--- config.mk ---
export PLATFORM = sky130hd
export DESIGN_NAME = dac_bus_front
export DESIGN_NICKNAME = d
export VERILOG_FILES = /design/src/rtl/dac_front_pkg.sv /design/src/rtl/pin_sync.sv /design/src/rtl/edge_pick.sv /design/src/rtl/chan_regs.sv /design/src/rtl/dac_bus_front.sv
export SDC_FILE = /design/constraint.sdc
export NUM_CORES = 1
export LEC_CHECK = 0
export BUFFER_PORTS_ARGS = -buffer_cell sky130_fd_sc_hd__buf_2
export CAP_MARGIN = 20
export CORE_MARGIN = 2
export CORE_UTILIZATION = 48
export DETAILED_ROUTE_END_ITERATION = 8
export HOLD_SLACK_MARGIN = 0.15
export PLACE_DENSITY = 0.76
export SETUP_SLACK_MARGIN = 0.05
export SLEW_MARGIN = 20
export SYNTH_ARGS = -nofsm -noshare
export SYNTH_HDL_FRONTEND = slang
export SYNTH_SLANG_ARGS = --single-unit
--- constraint.sdc ---
create_clock -name clk -period 1.45 [get_ports clk]
set_input_delay 0.29 -clock clk [delete_from_list [all_inputs] [get_ports clk]]
set_output_delay 0.29 -clock clk [all_outputs]
set_load 0.05 [all_outputs]
--- src/rtl/dac_front_pkg.sv ---
package dac_front_pkg;
    localparam int CODE_W = 12;
    localparam int NUM_CH = 2;

    typedef logic [CODE_W-1:0] code_t;

    // bit positions inside the synchronized control vector
    localparam int PIN_CS  = 0;
    localparam int PIN_RW  = 1;
    localparam int PIN_UPD = 2;
    localparam int PIN_CLR = 3;
    localparam int NUM_PINS = 4;

    // idle levels: selects/strobes high, read/write low
    localparam logic [NUM_PINS-1:0] PIN_IDLE = 4'b1101;

    typedef struct packed {
        logic clr;
        logic wr_en;
        logic xfer;
    } chan_ctl_t;

    function automatic logic sel_match(input logic sel, input int idx);
        return (int'(sel) == idx);
    endfunction
endpackage

--- src/rtl/pin_sync.sv ---
module pin_sync #(
    parameter int W = 4,
    parameter logic [W-1:0] IDLE = '1
) (
    input  logic         clk,
    input  logic         rst,
    input  logic [W-1:0] pins,
    output logic [W-1:0] level
);
    logic [W-1:0] meta_q;
    logic [W-1:0] stab_q;

    always_ff @(posedge clk) begin
        if (rst) begin
            meta_q <= IDLE;
            stab_q <= IDLE;
        end else begin
            meta_q <= pins;
            stab_q <= meta_q;
        end
    end

    assign level = stab_q;
endmodule

--- src/rtl/edge_pick.sv ---
module edge_pick #(
    parameter bit RISING = 1'b1,
    parameter bit IDLE   = 1'b1
) (
    input  logic clk,
    input  logic rst,
    input  logic lvl,
    output logic pulse
);
    logic prev_q;

    always_ff @(posedge clk) begin
        if (rst) prev_q <= IDLE;
        else     prev_q <= lvl;
    end

    generate
        if (RISING) begin : g_rise
            assign pulse = lvl & ~prev_q;
        end else begin : g_fall
            assign pulse = ~lvl & prev_q;
        end
    endgenerate

    // an edge pulse never lasts two cycles (supports R2/R6)
    assert_single_pulse_R2: assert property (@(posedge clk) disable iff (rst)
        pulse |=> !pulse)
        else $error("edge pulse held two cycles");
endmodule

--- src/rtl/chan_regs.sv ---
module chan_regs
    import dac_front_pkg::*;
(
    input  logic      clk,
    input  logic      rst,
    input  chan_ctl_t ctl,
    input  code_t     data,
    output code_t     dac_q
);
    code_t stage_q;
    code_t stage_nx;

    // a transfer in the same cycle as a write sees the new word
    always_comb begin
        stage_nx = ctl.wr_en ? data : stage_q;
    end

    always_ff @(posedge clk) begin
        if (rst || ctl.clr) begin
            stage_q <= '0;
            dac_q   <= '0;
        end else begin
            stage_q <= stage_nx;
            if (ctl.xfer) dac_q <= stage_nx;
        end
    end

    assert_clear_zero_R10: assert property (@(posedge clk) disable iff (rst)
        ctl.clr |=> (stage_q == '0 && dac_q == '0))
        else $error("clear did not empty channel");

    assert_write_stage_R2: assert property (@(posedge clk) disable iff (rst)
        (!ctl.clr && ctl.wr_en) |=> stage_q == $past(data))
        else $error("staging register missed write");

    assert_hold_idle_R4: assert property (@(posedge clk) disable iff (rst)
        (!ctl.clr && !ctl.xfer) |=> $stable(dac_q))
        else $error("output register moved without transfer");
endmodule

--- src/rtl/dac_bus_front.sv ---
module dac_bus_front
    import dac_front_pkg::*;
#(
    parameter int DW = CODE_W
) (
    input  logic          clk,
    input  logic          rst,
    input  logic          cs_n,
    input  logic          rd_wr_n,
    input  logic          chan_b,
    input  logic          upd_n,
    input  logic          clr_n,
    input  logic [DW-1:0] bus_din,
    output logic [DW-1:0] bus_dout,
    output logic          bus_drive,
    output logic [DW-1:0] code_a,
    output logic [DW-1:0] code_b
);
    logic [NUM_PINS-1:0] raw_pins;
    logic [NUM_PINS-1:0] lvl;
    logic                cs_rise;
    logic                upd_fall;
    logic                commit;
    code_t               dac_vals [NUM_CH];

    always_comb begin
        raw_pins          = '0;
        raw_pins[PIN_CS]  = cs_n;
        raw_pins[PIN_RW]  = rd_wr_n;
        raw_pins[PIN_UPD] = upd_n;
        raw_pins[PIN_CLR] = clr_n;
    end

    pin_sync #(.W(NUM_PINS), .IDLE(PIN_IDLE)) u_sync (
        .clk(clk), .rst(rst), .pins(raw_pins), .level(lvl)
    );

    edge_pick #(.RISING(1'b1), .IDLE(PIN_IDLE[PIN_CS])) u_cs_edge (
        .clk(clk), .rst(rst), .lvl(lvl[PIN_CS]), .pulse(cs_rise)
    );

    edge_pick #(.RISING(1'b0), .IDLE(PIN_IDLE[PIN_UPD])) u_upd_edge (
        .clk(clk), .rst(rst), .lvl(lvl[PIN_UPD]), .pulse(upd_fall)
    );

    assign commit = cs_rise & ~lvl[PIN_RW];

    generate
        for (genvar ch = 0; ch < NUM_CH; ch++) begin : g_ch
            chan_ctl_t ctl;
            always_comb begin
                ctl.clr   = ~lvl[PIN_CLR];
                ctl.wr_en = commit & sel_match(chan_b, ch);
                ctl.xfer  = upd_fall | (ctl.wr_en & ~lvl[PIN_UPD]);
            end
            chan_regs u_chan (
                .clk(clk), .rst(rst), .ctl(ctl), .data(bus_din),
                .dac_q(dac_vals[ch])
            );
        end
    endgenerate

    assign code_a    = dac_vals[0];
    assign code_b    = dac_vals[1];
    assign bus_drive = ~lvl[PIN_CS] & lvl[PIN_RW];

    always_comb begin
        bus_dout = '0;
        if (bus_drive) bus_dout = chan_b ? dac_vals[1] : dac_vals[0];
    end

    assert_read_source_R8: assert property (@(posedge clk) disable iff (rst)
        bus_drive |-> (bus_dout == (chan_b ? code_b : code_a)))
        else $error("readback not from output register");

    assert_bus_quiet_R9: assert property (@(posedge clk) disable iff (rst)
        !bus_drive |-> (bus_dout == '0))
        else $error("bus word while not driving");

    assert_no_write_on_read_R8: assert property (@(posedge clk) disable iff (rst)
        (cs_rise && lvl[PIN_RW] && !upd_fall && lvl[PIN_CLR]) |=>
            ($stable(code_a) && $stable(code_b)))
        else $error("read end changed a register");
endmodule

# == Word-level counts from Yosys, hierarchy flattened ==
# Index checks and enable logic that the tools add are counted.
# totals
latchBits,0
wordCells,29
ram_bits,0
output_inout_bits,37
mem_bits_ro,0
n_memories,0
register_bits,58
# op_classes
bitwise_logic,16
n_lt_le_gt_ge,0
n_eq_ne,0
shifts,0
n_div,0
n_reduce_logical,1
muxes,4
n_mul,0
add_sub_neg,0
# ops
cell,n
two-way mux 12 bit,4
AND 1 bit,8
inverter 1 bit,6
bitwise OR 1 bit,2
logical OR 1 bit,1

# == Longest topological paths before layout ==
# logic_depth
word_depth,6
depth_mapped,6

# == Hierarchy ==
# Synthesis repeated with hierarchy kept, for this count alone.
# hier_totals
hier_cells,216
hier_area_um2,2190.9
# by_module_without_submodules
module,area_per_inst_um2,seq_area_each_um2,instances,cells_per_inst
chan_regs,822.0,480.5,2,79
dac_bus_front,269.0,0.0,1,36
pin_sync,210.2,160.2,1,16
edge_pick at u_upd_edge,35.0,20.0,1,3
edge_pick at u_cs_edge,32.5,20.0,1,3

# == Least setup slack after synthesis ==
# OpenSTA, ideal clock, no wires.
# synth_timing
path_type,reg-to-output
start,register g_ch[1].u_chan.dac_q[0]
end,output port bus_dout[0]
path_stages_with_launch,3
path_slack_ns,-0.294
path_buffers,0
arrival_ns,1.454
path_cell_list,dfxtp_1 -> mux2i_1 -> nor2_1
# synth_via
elab_chain_cells,2
# synth_rtl
item,line,text
from (decl),chan_regs.sv:8,output code_t dac_q
from (signal assigned),chan_regs.sv:24,if (ctl.xfer) dac_q <= stage_nx;
two-way mux 12 bit (2 in a row),dac_bus_front.sv:69,if (bus_drive) bus_dout = chan_b ? dac_vals[1] : dac_vals[0];
to (decl),dac_bus_front.sv:14,"output logic [DW-1:0] bus_dout,"
# Every way passes these cells.

# == Worst setup path in the final report ==
# layout_timing
start,"register u_sync.stab_q[0], in the netlist u_sync.level[0]"
end,output port bus_dout[8]
# layout_via
elab_chain_cells,3
# layout_rtl
item,line,text
from (decl),pin_sync.sv:11,logic [W-1:0] stab_q;
from (signal assigned),pin_sync.sv:19,stab_q <= meta_q;
inverter 1 bit,dac_bus_front.sv:65,assign bus_drive = ~lvl[PIN_CS] & lvl[PIN_RW];
AND 1 bit,dac_bus_front.sv:65,
two-way mux 12 bit,dac_bus_front.sv:69,
# Every way passes these cells.

==> results.ini <==
[run_status]
status = complete, but fails checks
violations = setup timing

[hold_path]
hp-start = rd_wr_n
holdPathStages = 2
worstHoldPathType = input port to flop
whs_endpoint = u_sync.meta_q[1]

[grt]
grt_max_degree = 49
grt_pass1_vias = 2459
gr-total-overflow = 0
track_usage_pct = 25.3
grt_pass1_wl_mm = 12.1
antenna_found_initial = 0

[synth]
ys_ff_latch = 58
yosysSeqAreaShare_pct = 44.5
synthCells = 306
synth_area_um2 = 2610
ys_types = 27
ys_warn_count = 0
avgSynthCellArea_um2 = 8.52
syn-num-nets = 325

[layout]
layout_common_cells = dfxtp_1 (54), nand2_1 (48), buf_2 (42)
postLayoutCoreUtil_pct = 69.0
drive_gt1_share_pct = 35.8
final_common_cell = dfxtp_1
area_growth_pct = 36.9
fin_area_um2 = 3570
n_antenna_cell = 0
nNetsFinal = 386

[clock_tree]
htree_num_levels = 3
cts_tree = built
ctsRootBufferMaster = clkbuf_8
clk_latency_ns = 0.33
cts.clk_slew.worst_paths_ns = 0.07
clockBufferDepth = 2
clock-sinks = 58
cts_buffers = 9

[pwr]
ir_drop_v = 0.000611
power.density_nw_per_um2 = 993
leakage_nw = 1.27

[route]
wl_per_cell_um = 17.1
vias = 2600
drt_iter0_drc = 258
first_pass_iters = 5
postRouteAntennaNets = 0
drc_errors = 0
wl_mm = 7.54
via_per_inst = 5.88

[sta]
finalCritPeriodShare_pct = 113
fin_ws_ns = -0.189
fmax_mhz = 610
hold-worst-slack_ns = 0.162
finalClockSkew_ns = 0.00571
tightest_slew_ns = 0.509
slew-limit-headroom_pct = 66.1
rsz0062_at_grt = true
tns_ns = -3.04
report.final.hold_viol_count = 0
drv_slew = 0
fin_crit_ns = 1.64
setup_viol = 29

[setup_path]
r2r_setup_slack_ns = -0.08
cp_max_fo = 8
r2r-start = u_cs_edge.prev_q
worstRegToRegCells = 3
required_ns = 1.16
path_class = flop to output port
r2r_end = g_ch[0].u_chan.dac_q[8]
worstPathArrival_ns = 1.35
cp-end-kind = output port
start_kind = flop

[floorplanning]
rows = 26
die_area_um2 = 6040
initial_core_util_pct = 50.4
die_w_um = 77.7
core_um2 = 5170
die_y_um = 77.7
ios = 56

[placed_design]
port_buffers = 55
hpwl_mm = 4.62
place_area_um2 = 3090
gp_congestion = 0.821

[run]
maxCapViolCount = 0

[cells in the mapped netlist, drive strengths merged]
cell     number  area share (%)
a21oi        26             5.0
a31oi        22             5.3
a32oi        22             7.4
and2          2            0.48
and4bb        1            0.48
buf           8             2.2
clkbuf       23             3.3
dfxtp        58              45
inv           1            0.14
mux2i        12             4.6
nand2        48             6.9
nand2b        2            0.48
nand3        22             4.2
nand3b       22             6.3
nand4         1            0.24
nand4b        1            0.34
nand4bb       1            0.43
nor2         14             2.0
nor2b         5             1.2
nor3b         1            0.29
nor4b         1            0.34
o221ai        2            0.67
or2           8             1.9
or3b          2            0.67
or4b          1            0.53
[registers in the layout, summed over array words and instances (netlist names)]
register / flops
g_ch.u_chan.dac_q: 24
g_ch.u_chan.stage_q: 24
u_cs_edge.prev_q: 1
u_sync.level: 4
u_sync.meta_q: 4
u_upd_edge.prev_q: 1
[repair_timing]
item / in CTS / in global routing
endpoints found under the setup margin: 29 / 44
gates resized for setup: 43 / 11
hold endpoints to repair: 3 / 0
pin swaps: 12 / 6
setup buffers: 0 / 1
hold buffers: 3 / 0
[layout make-up]
class	instances	area, um^2
fill	382	1600
multi-input combinational	216	1470
sequential	58	1170
timing repair buffer	81	627
clock buffer	9	124
clock inverter	7	93.8
tap	70	87.6
inverter	1	3.75
[per-layer routing]
metal / track usage (%) / vias to the layer above / part of all wire, %
li1: - / 1232 / -
met1: 33.5 / 1233 / 44
met2: 40.8 / 118 / 48
met3: 3.49 / 17 / 5.8
met4: 11.4 / 0 / 1.8
met5: 0 / - / 0
[worst max-delay path by stage]
stage,startpoint,end,slack (ns),cells past startpoint
global placement,chan_b,g_ch[0].u_chan.dac_q[1],-0.1,4
floorplan,u_sync.level[1],bus_dout[2],-0.10,3
finish,u_sync.level[0],bus_dout[8],-0.19,5
global route,u_sync.level[0],bus_dout[8],-0.22,5
CTS,u_sync.level[0],bus_dout[10],-0.19,5
detailed placement,chan_b,g_ch[0].u_chan.dac_q[4],-0.12,4
[through the flow]
step                      power, W  setup WS, ns  cells
final                      0.00355        -0.189    442
after global routing       0.00363        -0.222    442
after detailed placement   0.00191        -0.117    422
after CTS                  0.00353        -0.190    441
after floorplan            0.00181        -0.105    306
after global placement     0.00191       -0.0956    422
[report_power, final]
part / internal (W) / leakage, nW / switching (W)
clock: 0.000963 / 0.105 / 0.000683
combinational: 0.000105 / 0.696 / 0.000165
sequential: 0.00161 / 0.471 / 0.0000154
total: 0.00268 / 1.27 / 0.000864
[critical path, cell delays in order (launching register included)]
cell and delay (ns):
dfxtp_2 0.33, buf_6 0.11, nand2b_4 0.16, buf_12 0.16, nor2_4 0.09, buf_6 0.16
[logic make-up (layout without fill, tap and decap cells)]
kind of cell	count (synthesis)	count (layout)	synth area share [%]
buffers and inverters	32	98	5.66
AND/OR/NAND/NOR	132	132	26.9
AO/OA/AOI/OAI	72	72	18.3
multiplexers	12	12	4.61
flip-flops	58	58	44.5
(Power assumes the default switching activity.)
